===== src/rtl/ucs_pkg.sv =====
package ucs_pkg;
  localparam int UPC_W = 4;
  localparam int OPC_W = 6;
  localparam int NUM_WORDS = 1 << UPC_W;
  localparam int NUM_OPC = 1 << OPC_W;

  localparam logic [OPC_W-1:0] OPC_RALU  = 6'h00;
  localparam logic [OPC_W-1:0] OPC_LOAD  = 6'h23;
  localparam logic [OPC_W-1:0] OPC_STORE = 6'h2B;
  localparam logic [OPC_W-1:0] OPC_BRZ   = 6'h04;
  localparam logic [OPC_W-1:0] OPC_JMP   = 6'h02;

  typedef enum logic [1:0] {
    SEQ_RESTART = 2'b00,
    SEQ_TBL_A   = 2'b01,
    SEQ_TBL_B   = 2'b10,
    SEQ_STEP    = 2'b11
  } seq_e;

  // 18-bit microword, most significant field first.
  typedef struct packed {
    logic [1:0] alu_op;
    logic       src_a;
    logic [1:0] src_b;
    logic       reg_write;
    logic       mem_to_reg;
    logic       reg_dst;
    logic       mem_read;
    logic       mem_write;
    logic       i_or_d;
    logic       ir_write;
    logic       pc_write;
    logic       pc_write_cond;
    logic [1:0] pc_source;
    seq_e       seq;
  } uword_t;
endpackage


===== src/rtl/ucs_store.sv =====
module ucs_store
  import ucs_pkg::*;
(
  input  logic [UPC_W-1:0] addr,
  output uword_t           word
);
  function automatic uword_t build_word(input int a);
    uword_t w;
    w = '0;
    w.seq = SEQ_RESTART;
    case (a)
      0: begin
        w.mem_read = 1'b1; w.ir_write = 1'b1; w.pc_write = 1'b1;
        w.src_b = 2'b01; w.seq = SEQ_STEP;
      end
      1: begin w.src_b = 2'b11; w.seq = SEQ_TBL_A; end
      2: begin w.src_a = 1'b1; w.src_b = 2'b10; w.seq = SEQ_TBL_B; end
      3: begin w.mem_read = 1'b1; w.i_or_d = 1'b1; w.seq = SEQ_STEP; end
      4: begin w.reg_write = 1'b1; w.mem_to_reg = 1'b1; end
      5: begin w.mem_write = 1'b1; w.i_or_d = 1'b1; end
      6: begin w.src_a = 1'b1; w.alu_op = 2'b10; w.seq = SEQ_STEP; end
      7: begin w.reg_write = 1'b1; w.reg_dst = 1'b1; end
      8: begin
        w.src_a = 1'b1; w.alu_op = 2'b01;
        w.pc_write_cond = 1'b1; w.pc_source = 2'b01;
      end
      9: begin w.pc_write = 1'b1; w.pc_source = 2'b10; end
      default: w = w;
    endcase
    return w;
  endfunction

  uword_t rom [NUM_WORDS];

  for (genvar g = 0; g < NUM_WORDS; g++) begin : g_word
    assign rom[g] = build_word(g);
  end

  assign word = rom[addr];
endmodule


===== src/rtl/ucs_dispatch.sv =====
module ucs_dispatch
  import ucs_pkg::*;
#(
  parameter int TABLE_ID = 1
) (
  input  logic [OPC_W-1:0] opcode,
  output logic [UPC_W-1:0] target
);
  function automatic logic [UPC_W-1:0] first_tbl(input logic [OPC_W-1:0] op);
    case (op)
      OPC_RALU:            return UPC_W'(6);
      OPC_LOAD, OPC_STORE: return UPC_W'(2);
      OPC_BRZ:             return UPC_W'(8);
      OPC_JMP:             return UPC_W'(9);
      default:             return '0;
    endcase
  endfunction

  function automatic logic [UPC_W-1:0] second_tbl(input logic [OPC_W-1:0] op);
    case (op)
      OPC_LOAD:  return UPC_W'(3);
      OPC_STORE: return UPC_W'(5);
      default:   return '0;
    endcase
  endfunction

  logic [UPC_W-1:0] tbl [NUM_OPC];

  for (genvar g = 0; g < NUM_OPC; g++) begin : g_entry
    if (TABLE_ID == 1) begin : g_first
      assign tbl[g] = first_tbl(OPC_W'(g));
    end else begin : g_second
      assign tbl[g] = second_tbl(OPC_W'(g));
    end
  end

  assign target = tbl[opcode];
endmodule


===== src/rtl/ucs_next.sv =====
module ucs_next
  import ucs_pkg::*;
(
  input  logic             clk,
  input  logic             rst_n,
  input  seq_e             seq,
  input  logic [UPC_W-1:0] tgt_a,
  input  logic [UPC_W-1:0] tgt_b,
  output logic [UPC_W-1:0] upc_q
);
  logic [UPC_W-1:0] upc_d;

  always_comb begin
    unique case (seq)
      SEQ_RESTART: upc_d = '0;
      SEQ_TBL_A:   upc_d = tgt_a;
      SEQ_TBL_B:   upc_d = tgt_b;
      default:     upc_d = upc_q + 1'b1;
    endcase
  end

  always_ff @(posedge clk or negedge rst_n) begin
    if (!rst_n) upc_q <= '0;
    else        upc_q <= upc_d;
  end

  assert_step_R3: assert property (@(posedge clk) disable iff (!rst_n)
    (seq == SEQ_STEP) |=> (upc_q == UPC_W'($past(upc_q) + 1'b1)));

  assert_restart_R4: assert property (@(posedge clk) disable iff (!rst_n)
    (seq == SEQ_RESTART) |=> (upc_q == '0));

  assert_tbl_a_R5: assert property (@(posedge clk) disable iff (!rst_n)
    (seq == SEQ_TBL_A) |=> (upc_q inside {4'd0, 4'd2, 4'd6, 4'd8, 4'd9}));

  assert_tbl_b_R6: assert property (@(posedge clk) disable iff (!rst_n)
    (seq == SEQ_TBL_B) |=> (upc_q inside {4'd0, 4'd3, 4'd5}));
endmodule


===== src/rtl/ucode_sequencer.sv =====
module ucode_sequencer
  import ucs_pkg::*;
(
  input  logic             clk,
  input  logic             rst_n,
  input  logic [5:0]       opcode,
  output logic [1:0]       alu_op,
  output logic             alu_src_a,
  output logic [1:0]       alu_src_b,
  output logic             reg_write,
  output logic             mem_to_reg,
  output logic             reg_dst,
  output logic             mem_read,
  output logic             mem_write,
  output logic             i_or_d,
  output logic             ir_write,
  output logic             pc_write,
  output logic             pc_write_cond,
  output logic [1:0]       pc_source,
  output logic [3:0]       upc
);
  logic [UPC_W-1:0] upc_q;
  logic [UPC_W-1:0] tgt_a, tgt_b;
  uword_t           word;

  ucs_store u_store (.addr(upc_q), .word(word));

  ucs_dispatch #(.TABLE_ID(1)) u_tbl_a (.opcode(opcode), .target(tgt_a));
  ucs_dispatch #(.TABLE_ID(2)) u_tbl_b (.opcode(opcode), .target(tgt_b));

  ucs_next u_next (
    .clk(clk), .rst_n(rst_n), .seq(word.seq),
    .tgt_a(tgt_a), .tgt_b(tgt_b), .upc_q(upc_q)
  );

  assign alu_op        = word.alu_op;
  assign alu_src_a     = word.src_a;
  assign alu_src_b     = word.src_b;
  assign reg_write     = word.reg_write;
  assign mem_to_reg    = word.mem_to_reg;
  assign reg_dst       = word.reg_dst;
  assign mem_read      = word.mem_read;
  assign mem_write     = word.mem_write;
  assign i_or_d        = word.i_or_d;
  assign ir_write      = word.ir_write;
  assign pc_write      = word.pc_write;
  assign pc_write_cond = word.pc_write_cond;
  assign pc_source     = word.pc_source;
  assign upc           = upc_q;

  assert_fetch_ctrl_R2: assert property (@(posedge clk) disable iff (!rst_n)
    (upc == '0) |-> (mem_read && ir_write && pc_write && alu_src_b == 2'b01));

  assert_mem_excl_R10: assert property (@(posedge clk) disable iff (!rst_n)
    $onehot0({mem_read, mem_write}));

  assert_pc_excl_R10: assert property (@(posedge clk) disable iff (!rst_n)
    $onehot0({pc_write, pc_write_cond}));

  assert_reset_R1: assert property (@(posedge clk)
    !rst_n |-> (upc == '0));
endmodule


===== config.mk =====
export PLATFORM = sky130hd
export DESIGN_NAME = ucode_sequencer
export DESIGN_NICKNAME = d
export VERILOG_FILES = /design/src/rtl/ucs_pkg.sv /design/src/rtl/ucs_store.sv /design/src/rtl/ucs_dispatch.sv /design/src/rtl/ucs_next.sv /design/src/rtl/ucode_sequencer.sv
export SDC_FILE = /design/constraint.sdc
export NUM_CORES = 1
export LEC_CHECK = 0
export ABC_AREA = 1
export BUFFER_PORTS_ARGS = -buffer_cell sky130_fd_sc_hd__buf_2
export CORE_AREA = 2 2 39 41
export DETAILED_ROUTE_END_ITERATION = 12
export DIE_AREA = 0 0 41 43
export PLACE_DENSITY = 0.74
export SYNTH_ARGS = -nofsm -noshare
export SYNTH_HDL_FRONTEND = slang
export SYNTH_SLANG_ARGS = --single-unit

===== constraint.sdc =====
create_clock -name clk -period 1.4 [get_ports clk]
set_input_delay 0.07 -clock clk [delete_from_list [all_inputs] [get_ports clk]]
set_output_delay 0.07 -clock clk [all_outputs]
set_load 0.005 [all_outputs]

* After elaboration in Yosys (flattened, before gate mapping)
Memory sizes are Yosys's and may differ from the RTL's. Index checks and enable logic that the tools add are counted.
Word-level totals: bits in registers 4, memories 3, ROM bits 800
Cells by class: bitwise gates (word level) 2, multiplexer cells 7, reductions and logical operators 1, order comparisons 2, add/sub/neg operators 1, equal/unequal tests 2
Memories:
- (name not given) | words 16, bits a word 18, read ports 1, clocked after memory_dff 0, wr ports 0, RTL line ucs_store.sv:39 | assign word = rom[addr];
- (name not given) | words 64, bits a word 4, read ports 1, clocked after memory_dff 0, wr ports 0, RTL line ucs_dispatch.sv:37 | assign target = tbl[opcode];
- (name not given) | words 64, bits a word 4, read ports 1, clocked after memory_dff 0, wr ports 0, RTL line ucs_dispatch.sv:37
Operators with widths (count):
- $mux 18 | 2
- $mux 4 | 4
- $pmux 4 s3 | 1
- $ge 7x7->1 const B | 1
- $not 6->7 | 1
- $ge 5x5->1 const B | 1
- $not 4->5 | 1
- $add 4x1->4 const B | 1
- $eq 2x1->1 const B | 1
- $eq 2x2->1 const B | 1
- $logic_not 2->1 | 1

* Longest topological paths before layout
Gate-level depths: netlist of the first run.
depth in word-level cells 6, mapped depth 7, depth with buffers taken out 7

* By module
Synthesis of the first run repeated with hierarchy kept, for this count alone.
Second synthesis, totals: cell total of the unflattened synthesis 110, area total of the unflattened synthesis 649.4 sq um
By module, submodules not included:
- ucs_store | area an instance 246.5 sq um, times used 1, cells an instance 45
- ucs_next | area an instance 239.0 sq um, times used 1, cells an instance 33
- ucs_dispatch (u_tbl_a) | area an instance 111.4 sq um, times used 1, cells an instance 21
- ucs_dispatch (u_tbl_b) | area an instance 52.6 sq um, times used 1, cells an instance 11

* Least setup slack after synthesis of the first run
OpenSTA, ideal clock, no wires.
path kind register to register, from register u_next.upc_q[0], to register u_next.upc_q[1], period minus slack after synthesis 1245 ps, cell stages (with the launch flop) 8, path slack 155 ps, data required time 1276 ps, arrival time 1121 ps, path through dfrtp_1 inv_1 ha_1 inv_1 nor2_1 inv_1 nand4_1 nand3_1
Between the ends: word-level cells in the longest chain between the ends 6, elaborated cells on any way between the ends 9, classes of those cells add/sub: 1; eq/ne: 2; mux: 3; bitwise: 1; reduce/logical: 1; memory: 1
RTL lines:
- from (decl) | RTL line ucs_next.sv:9 | output logic [UPC_W-1:0] upc_q
- from (signal assigned) | RTL line ucs_next.sv:24 | else upc_q <= upc_d;
- $not 4->5 (implied by the code) | RTL line ucs_store.sv:39
- $mem_v2 16x18
- $mux 18 (implied by the code) (2 in series) | RTL line ucs_store.sv:39
- $eq 2x2->1 (tied with other cells) | RTL line ucs_next.sv:14 | unique case (seq)
- $pmux 4 s3 * | RTL line ucs_next.sv:14
- net u_next.upc_d[1] | RTL line ucs_next.sv:11 | logic [UPC_W-1:0] upc_d;
Mark *: on every way through the listed nets, which the timed path passes. The rest lies on a longest branch. The select of a mux whose other input is x is not followed.

* Worst setup path after layout of the first run
from register u_next.upc_q[0], to output i_or_d
Between the ends: word-level cells in the longest chain between the ends 4
RTL lines:
- $not 4->5 (implied by the code) | RTL line ucs_store.sv:39
- $mem_v2 16x18
- $mux 18 (implied by the code) (2 in series) | RTL line ucs_store.sv:39
- to (decl) | RTL line ucode_sequencer.sv:15 | output logic i_or_d,
Every way passes these cells. The select of a mux whose other input is x is not followed.

==> out/results.txt, run 1 <==
Run status: finished with violations
Failing checks: negative setup slack
Total Nets Final: 141
Placed wire-length estimate: 1110 um
Final design utilization: 0.593
HP Class: in -> reg
GRT overflow: 0
Power Density: 1690 nW/um2
Clock Skew: 6.17 ps
Initial Util: 0.397
Clk Latency, worst-skew pair: 250 ps
Non-Filler Cell Area, Final: 821 um2
Max-slew violations: 0
CTS Buffer Depth: 2
Fin crit share: 1.00
Die ar.: 1760 um2
Final WS setup: -3.25 ps
CP Launch Point: u_next.upc_q[0]
First-pass GRT wire length: 2060 um
H-tree levels: 1
Slew @ Worst Pin: 257 ps
Instance area after placement: 689 um2
DRT Wirelength: 1430 um
Drt first pass iters: 4
I/O Buffers: 27
Drt first-iter violations: 8
Clock sinks: 4
Worst reg2reg startpoint: u_next.upc_q[0]
Max reg flops: 4
Cell breakdown of the critical path: ha_2 > inv_2 > nor2_4 > a31o_1 > buf_2
WL/cell: 10.2 um
GP Congestion: 0.854
Chip width: 41 um
N_diodes: 0
Synthesized Nets: 105
End of the critical path: i_or_d
CP required: 1330 ps
Vias in the first global route: 554
Mapped Area: 549 um2
Tot GR Track Use: 0.169
Mapped Avg Cell Area: 6.10 um2
Sequential area share after synthesis: 0.182
IO Count: 28
Max stage delay cell, worst path: dfrtp_2
# setup viols final: 1
Routed Antenna Nets: 0
CTS tree: built
Residual DRC count: 0
Crit Path Max Fanout: 6
Biggest registers after layout: u_next.upc_q x4
Rel. slew slack: 0.828
Reg2reg path depth: 7
Worst setup SP type: flip-flop
Vias/cell: 4.80
Worst VDD drop: 0.574 mV
Clk root buf: clkbuf_4
Tmin final: 1400 ps
Arrival time at the worst endpoint: 1330 ps
P&R area growth vs syn: 49.4%
Endpoints failing hold: 0
Synth Instances: 90
Detailed-route via count: 672
CP max stage delay: 450 ps
FMAX: 0.713 GHz
Largest net degree at the start of global routing: 10
Total Power: 1.38 mW
Synthesized flop and latch total: 4
Worst Setup End Kind: output pin
R2R Setup Slk: 80 ps
Site row count: 14
Core area: 1380 um2
Initial antenna violation count: 0
Worst R2R End: u_next.upc_q[1]
Layout cells sized above 1: 0.492
Vert. Die Dim: 43 um
Pleak: 0.455 nW
RSZ-0062 raised after global routing: yes
CTS buffer count: 3
Yosys warning count: 0
Reg clk slew, reported paths: 40 ps
Most flops, register: u_next.upc_q
Cell variety after synth: 16
Critical path class: reg -> out
Max cap viols: 0
==> layout by cell type, fill, tap and decap left out <==
cell            n
buf_2          27
nor2_1         18
nand3_1        12
inv_1          10
nand2_1        10
inv_2           6
nand4_1         5
buf_4           5
nor2_2          4
ha_2            4
nand2_2         3
clkbuf_4        3
dfrtp_2         3
inv_4           2
o22ai_1         2
ha_4            2
o21bai_2        1
nand3b_1        1
nor2_4          1
a31o_1          1
a21oi_1         1
ha_1            1
dlygate4sd3_1   1
dfrtp_1         1
==> routing by layer <==
metal  GRT usage  routed length (um)  vias up  share of wire
li1            -                   -      354              -
met1       0.180                 575      281           0.40
met2       0.313                 724       35           0.51
met3           0                 104        2          0.073
met4      0.0800                  27        0          0.019
met5           0                   0        -              0
==> worst max-delay path, delay by kind of cell, from the launching register on <==
kind | cells | cell delay, ps
AND/OR/NAND/NOR | 1 | 40
buffers and inverters | 2 | 200
AO/OA/AOI/OAI | 1 | 180
adder cells (fa/ha/maj) | 1 | 210
flip-flops | 1 | 450
==> final cells by class <==
| cell class | instances | area [um2] |
|---|---|---|
| repair buffers | 33 | 183 |
| fillers | 129 | 563 |
| inverters | 18 | 72.6 |
| well taps | 16 | 20.0 |
| flip-flops and latches | 4 | 104 |
| clock buffers | 3 | 22.5 |
| multi-input cells | 66 | 419 |
==> report_power, final <==
group	internal, mW	switching (mW)	leakage, nW	total, mW
Combinational	0.485	0.521	0.393	1.01
Sequential	0.158	0.0665	0.0486	0.225
Clock	0.0965	0.0565	0.0138	0.153
==> through the flow <==
step                instances  hold WS (ps)  worst slack, ps  setup TNS (ps)
finish                    140           143            -3.25           -3.25
global route              140           172            -34.9            -128
CTS                       139           137             5.56               0
detailed placement        131          -126            -8.70           -12.2
global placement          131          -126             24.1               0
floorplan                  90          -226              155               0
==> worst min path at each step <==
stage,endpoint,slack [ps],from,cells after the start
floorplan,u_next.upc_q[0],-230,rst_n,0
global placement,u_next.upc_q[0],-130,rst_n,1
detailed placement,u_next.upc_q[2],-130,rst_n,1
CTS,u_next.upc_q[1],140,opcode[3],4
global route,u_next.upc_q[0],170,rst_n,2
finish,u_next.upc_q[1],140,opcode[3],4
==> synth_stat cells <==
master    instances  area, um2
a21oi_1           1       5.00
a31o_1            1       8.76
buf_4             2       15.0
dfrtp_1           4        100
ha_1              7       87.6
inv_1            15       56.3
inv_2             3       11.3
nand2_1          11       41.3
nand2_2           2       12.5
nand3_1          12       60.1
nand3b_1          1       7.51
nand4_1           5       31.3
nor2_1           22       82.6
nor2_2            1       6.26
o21bai_2          1       11.3
o22ai_1           2       12.5
==> kinds of logic (layout without fill, tap and decap cells) <==
family	Yosys count	count (layout)	share of synthesized area
compound gates	5	5	0.0683
fa+ha+maj	7	7	0.159
buf+inv	20	54	0.150
flops	4	4	0.182
simple gates	54	54	0.440
==> timing repair <==
action                     in CTS  in global routing
buffers inserted                4                  1
pin swaps                       0                  3
hold endpoints to repair        4                  0
setup endpoints to repair      16                 12
gates resized for setup         9                 14
hold buffers                    1                  0
(Power assumes the default switching activity.)
==> run 2, diff against run 1 <==
--- a/config.mk
+++ b/config.mk
@@ -7,10 +7,11 @@
 export LEC_CHECK = 0
 export ABC_AREA = 1
 export BUFFER_PORTS_ARGS = -buffer_cell sky130_fd_sc_hd__buf_2
-export CORE_AREA = 2 2 39 41
+export CORE_MARGIN = 2
+export CORE_UTILIZATION = 39
 export DETAILED_ROUTE_END_ITERATION = 12
-export DIE_AREA = 0 0 41 43
-export PLACE_DENSITY = 0.74
+export HOLD_SLACK_MARGIN = 0.03
+export PLACE_DENSITY = 0.73
 export SYNTH_ARGS = -nofsm -noshare
 export SYNTH_HDL_FRONTEND = slang
 export SYNTH_SLANG_ARGS = --single-unit
==> constraint.sdc (replaced) <==
create_clock -name clk -period 1.15 [get_ports clk]
set_input_delay 0.0575 -clock clk [delete_from_list [all_inputs] [get_ports clk]]
set_output_delay 0.0575 -clock clk [all_outputs]
set_load 0.005 [all_outputs]
==> run 2 against run 1 <==
The run still ends with negative setup slack left; utilization grew 16 points; final area grew 19%; register-to-register slack lost 210 ps; clock-buffer cell count is the same; cell count grew 3.6%; via count grew 6.3%; routed wire length grew 16%.
==> out/results.txt, run 2 (synthesis results as in run 1) <==
Arrival time at the worst endpoint: 1320 ps (about the same)
Run status: finished with violations
Clk Latency, worst-skew pair: 240 ps (about the same)
Critical path class: reg -> out
Vias/cell: 4.92 (+2.6%)
CTS Buffer Depth: 2 (unchanged)
Reg clk slew, reported paths: 50 ps (about the same)
Most flops, register: u_next.upc_q
First-pass GRT wire length: 2870 um (+39%)
Endpoints failing hold: 0 (unchanged)
Initial antenna violation count: 0 (unchanged)
Power Density: 2080 nW/um2 (+23%)
N_diodes: 0 (unchanged)
Max reg flops: 4 (unchanged)
Worst VDD drop: 0.934 mV (+63%)
# setup viols final: 20 (+19)
FILL cells: 96 (-26%)
CTS buffer count: 3 (unchanged)
Max cap viols: 0 (unchanged)
Layout cells sized above 1: 0.600 (+0.108)
Die ar.: 1720 um2 (-2.2%)
Hold Path Sink: u_next.upc_q[2]
R2R Setup Slk: -130 ps (-210 ps)
CTS tree: built
Rel. slew slack: 0.856 (+0.0274)
Final WS setup: -225 ps (-221 ps)
Tmin final: 1370 ps
WL/cell: 11.5 um (+12%)
Worst setup SP type: flip-flop
Pleak: 0.502 nW (+10%)
Site row count: 13 (-1)
Drt first-iter violations: 7 (-1)
Hold path start: opcode[4]
RSZ-0062 raised after global routing: yes
Tot GR Track Use: 0.215 (+0.0464)
I/O Buffers: 27 (unchanged)
Max-slew violations: 0 (unchanged)
Failing checks: negative setup slack
Worst R2R End: u_next.upc_q[2]
Final design utilization: 0.749 (+0.156)
Commonest non-fill, non-tap cell in the layout: buf_2
FMAX: 0.727 GHz
Clock Skew: 11.7 ps (+5.52 ps)
GP Congestion: 0.853 (-0.19%)
Most frequent cells in the layout: 27 x buf_2, 14 x nor2_1, 10 x nand2_1, 9 x nand3_1
WHS Path Cells: 4 (unchanged)
Total Power: 2.03 mW (+47%)
GRT overflow: 0 (unchanged)
Chip width: 41.5 um (+1.3%)
Clk root buf: clkbuf_4
Worst reg2reg startpoint: u_next.upc_q[1]
Vias in the first global route: 685 (+24%)
Detailed-route via count: 714 (+6.3%)
HP Class: in -> reg
Initial Util: 0.422 (+0.0252)
Clock sinks: 4 (unchanged)
CP required: 1090 ps (-240 ps)
Reg2reg path depth: 6 (-1)
Crit Path Max Fanout: 5 (-1)
DRT Wirelength: 1660 um (+16%)
Routed Antenna Nets: 0 (unchanged)
Fin crit share: 1.20
Vert. Die Dim: 41.5 um (-3.4%)
Core area: 1300 um2 (-6.0%)
P&R area growth vs syn: 77.4%
Placed wire-length estimate: 1180 um (+6.3%)
Biggest registers after layout: u_next.upc_q x4
IO Count: 28 (unchanged)
H-tree levels: 1 (unchanged)
Total Nets Final: 147 (+4.3%)
Slew @ Worst Pin: 216 ps (-41.9 ps)
Drt first pass iters: 4 (unchanged)
Residual DRC count: 0 (unchanged)
Worst Setup End Kind: output pin
Largest net degree at the start of global routing: 7 (-3)
-- run 2: report_power, final --
part	internal, mW	leakage [nW]	switching [mW]
combinational	0.757	0.441	0.812
sequential	0.193	0.0469	0.0855
clock	0.117	0.0138	0.0641
-- run 2: worst max-delay path by stage --
stage	from	to	slack, ps	depth (start not counted)
after global placement	u_next.upc_q[0]	u_next.upc_q[0]	-120	6
after floorplan	u_next.upc_q[0]	u_next.upc_q[0]	-2	6
after CTS	u_next.upc_q[0]	i_or_d	-210	5
final	u_next.upc_q[0]	i_or_d	-220	5
after detailed placement	u_next.upc_q[0]	u_next.upc_q[1]	-130	6
after global routing	u_next.upc_q[0]	alu_src_b[1]	-290	5
-- run 2: cell type report --
class | instances | area [um2] | area share
Sequential cell | 4 | 105 | 0.108
Timing Repair Buffer | 39 | 239 | 0.245
Tap cell | 15 | 18.8 | 0.0193
Clock buffer | 3 | 22.5 | 0.0231
Inverter | 18 | 77.6 | 0.0796
Multi-Input combinational cell | 66 | 512 | 0.525
-- run 2: timing repair --
item,in CTS,in global routing
pin swaps,9,0
buffers inserted,7,0
endpoints found under the setup margin,20,20
gates resized for setup,29,11
endpoints found under the hold margin,4,0
hold buffers,1,0
-- run 2: per-stage QoR --
step           setup WS, ps  TNS, ps  instance area [um2]  instances  hold WS (ps)
2_1_floorplan         -2.18    -4.36                  572         90          -238
3_3_place_gp           -115     -445                  741        134          -136
3_5_place_dp           -132     -551                  741        134          -136
4_1_cts                -206    -2500                  938        145           145
5_1_grt                -291    -4170                  975        145           156
6_report               -225    -2680                  975        145           130
-- run 2: per-layer routing --
layer / up-vias / share of wire / global-route usage
met1: 305 / 0.39 / 0.231
met4: 0 / 0.031 / 0.0968
li1: 369 / - / -
met5: - / 0 / 0
met2: 34 / 0.51 / 0.388
met3: 6 / 0.064 / 0.0565
-- run 2: critical path, cell delays in order, from the launching register on --
cell     delay (ps)
dfrtp_2         450
ha_2            210
inv_2            90
nor2_4           50
a31o_1          170
buf_2           120
==> run 3, diff against run 2 <==
--- a/config.mk
+++ b/config.mk
@@ -5,10 +5,9 @@
 export SDC_FILE = /design/constraint.sdc
 export NUM_CORES = 1
 export LEC_CHECK = 0
-export ABC_AREA = 1
 export BUFFER_PORTS_ARGS = -buffer_cell sky130_fd_sc_hd__buf_2
-export CORE_MARGIN = 2
-export CORE_UTILIZATION = 39
+export CORE_MARGIN = 4
+export CORE_UTILIZATION = 38
 export DETAILED_ROUTE_END_ITERATION = 12
 export HOLD_SLACK_MARGIN = 0.03
 export PLACE_DENSITY = 0.73
==> run 3 against run 2 <==
The run still ends with negative setup slack left; clock skew fell by 0.73 ps; via count decreased by 1.8%; utilization is 18 points higher; final area is 13% higher; global-route usage is 2.6 points higher; critical path type is now reg -> reg.
==> out/results.txt, run 3 <==
Run status: finished with violations
Failing checks: negative setup slack
Hold path start: opcode[3]
Hold Path Sink: u_next.upc_q[2]
Total Power: 2.66 mW (+31%)
Synthesized Nets: 75 (-29%)
Die ar.: 1990 um2 (+15%)
Vias in the first global route: 733 (+7.0%)
Top cells by count, synth: 7 x and2_1, 7 x ha_1
Synthesized flop and latch total: 4 (unchanged)
FMAX: 0.642 GHz (-12%)
Final design utilization: 0.930 (+0.181)
Detailed-route via count: 701 (-1.8%)
WP buf/inv: 1 (-1)
DRT Wirelength: 2260 um (+36%)
Biggest registers after layout: u_next.upc_q x4
Clock Skew: 11.0 ps (-0.730 ps)
Hold WS: 141 ps (+10.5 ps)
CTS buffer count: 3 (unchanged)
H-tree levels: 1 (unchanged)
I/O Buffers: 27 (unchanged)
Critical path class: reg -> reg
Clk Latency, worst-skew pair: 240 ps (about the same)
Synth Instances: 60 (-33%)
Tmin final: 1560 ps (+183 ps)
Worst R2R End: u_next.upc_q[1]
N_diodes: 0 (unchanged)
Tot GR Track Use: 0.241 (+0.0256)
Post-synthesis async set-or-reset flop share: 1.00 (unchanged)
Layout cells sized above 1: 0.795 (+0.195)
GP Congestion: 0.810 (-5.0%)
Worst Setup End Kind: flip-flop
P&R area growth vs syn: 117%
Crit Path Max Fanout: 4 (-1)
Power Density: 2410 nW/um2 (+16%)
R2R Setup Slk: -410 ps (-280 ps)
Residual DRC count: 0 (unchanged)
Most flops, register: u_next.upc_q
Reg clk slew, reported paths: 40 ps (about the same)
Vert. Die Dim: 44.6 um (+7.3%)
Core area: 1190 um2 (-8.8%)
CP top delay family: flip-flops
Place WS: -300 ps (-168 ps)
Drt first pass iters: 4 (unchanged)
Initial Util: 0.428 (+0.00615)
HP Class: in -> reg
Worst VDD drop: 1.73 mV (+85%)
CP max stage delay: 410 ps (-40 ps)
Arrival time at the worst endpoint: 1700 ps (+380 ps)
Chip width: 44.6 um (+7.3%)
Mapped Avg Cell Area: 8.47 um2 (+39%)
Ys flop type: dfrtp_1
Yosys top cell area share: 0.197 (+0.0148)
Max stage delay cell, worst path: dfrtp_2
Total Nets Final: 129 (-12%)
Rel. slew slack: 0.671 (-0.185)
CTS Buffer Depth: 2 (unchanged)
# setup viols final: 20 (unchanged)
Sequential area share after synthesis: 0.197 (+0.0148)
Clock sinks: 4 (unchanged)
WL/cell: 17.9 um (+56%)
Max cap viols: 0 (unchanged)
Synth top area cells: dfrtp_1 20%, ha_1 17%, and2_1 8.6%, nor2b_1 4.9%, nor3_1 3.0%
RSZ-0062 raised after global routing: yes
IO Count: 28 (unchanged)
Final WS setup: -407 ps (-183 ps)
Vias/cell: 5.56 (+13%)
First-pass GRT wire length: 3330 um (+16%)
Mapped Area: 508 um2 (-7.5%)
EDFF count, synth: 0 (unchanged)
Routed Antenna Nets: 0 (unchanged)
Slew @ Worst Pin: 489 ps (+274 ps)
Max reg flops: 4 (unchanged)
Initial antenna violation count: 0 (unchanged)
Site row count: 12 (-1)
WHS Path Cells: 3 (-1)
GRT overflow: 0 (unchanged)
Fin crit share: 1.35 (+0.159)
Endpoints failing hold: 0 (unchanged)
Yosys warning count: 0 (unchanged)
Most frequent cells in the layout: 25 x buf_6, 17 x buf_2, 10 x buf_4, 7 x and2_4
Max-slew violations: 0 (unchanged)
Reg2reg path depth: 5 (-1)
Worst setup SP type: flip-flop
Clk root buf: clkbuf_4
Worst reg2reg startpoint: u_next.upc_q[1]
Placed wire-length estimate: 1180 um (+0.77%)
Cell breakdown of the critical path: inv_2 > ha_2 > or3_4 > a21o_1 > o211ai_1
CP required: 1300 ps (+210 ps)
Total Neg Setup Slack: -5780 ps (-3090 ps)
CTS tree: built
Drt first-iter violations: 13 (+6)
Commonest non-fill, non-tap cell in the layout: buf_6
Pleak: 0.547 nW (+9.1%)
Cell taking the most area after synthesis: dfrtp_1
Largest net degree at the start of global routing: 8 (+1)
Cell variety after synth: 29 (+13)
## run 3: worst max-delay path by stage
stage | from | end | slack (ps) | cells past startpoint
3_5_place_dp | u_next.upc_q[0] | u_next.upc_q[2] | -300 | 5
3_3_place_gp | u_next.upc_q[0] | u_next.upc_q[1] | -260 | 4
2_1_floorplan | u_next.upc_q[0] | u_next.upc_q[1] | -280 | 5
6_report | u_next.upc_q[1] | u_next.upc_q[1] | -410 | 5
4_1_cts | u_next.upc_q[0] | u_next.upc_q[0] | -390 | 6
5_1_grt | u_next.upc_q[1] | pc_write | -460 | 6
## run 3: report_power, final
part           switching [mW]  total [mW]  internal, mW
sequential             0.0857       0.284         0.198
clock                  0.0639       0.181         0.117
combinational           0.901        2.20          1.30
total                    1.05        2.66          1.61
## run 3: logic make-up (layout without fill, tap and decap cells)
| logic type | count (synthesis) | in the layout | share of synthesized area |
|---|---|---|---|
| buffers and inverters | 8 | 60 | 0.0911 |
| XOR/XNOR | 1 | 1 | 0.0172 |
| adder cells (fa/ha/maj) | 7 | 7 | 0.172 |
| AO/OA/AOI/OAI | 8 | 8 | 0.126 |
| flip-flops | 4 | 4 | 0.197 |
| multiplexers | 1 | 1 | 0.0197 |
| AND/OR/NAND/NOR | 31 | 31 | 0.377 |
## run 3: stage by stage
stage | cells | area, um2
floorplan | 60 | 526
global placement | 112 | 759
detailed placement | 112 | 759
CTS | 126 | 1070
global route | 126 | 1100
finish | 126 | 1100
## run 3: timing repair
action	in CTS	in global routing
hold endpoints to repair	4	0
resized for setup	49	12
setup buffers	10	4
hold buffers	1	0
pin swaps	12	6
setup endpoints to repair	20	20
## run 3: layout make-up
cell class	instances	area (um2)
multi-input cells	48	489
repair buffers	53	452
flip-flops and latches	4	105
fillers	39	82.6
clock buffers	3	22.5
inverters	4	17.5
well taps	14	17.5
## run 3: per-layer routing
metal | global-route usage | vias to the layer above | part of all wire
met4 | 0.151 | 0 | 0.057
met3 | 0.0610 | 16 | 0.081
met2 | 0.476 | 49 | 0.54
li1 | - | 314 | -
met1 | 0.206 | 322 | 0.33
met5 | 0 | - | 0
## run 3: worst reg2reg max path, cell delays in order, from the launching register on
cell and delay, ps:
dfrtp_2 410, inv_2 60, ha_2 200, or3_4 390, a21o_1 210, o211ai_1 190
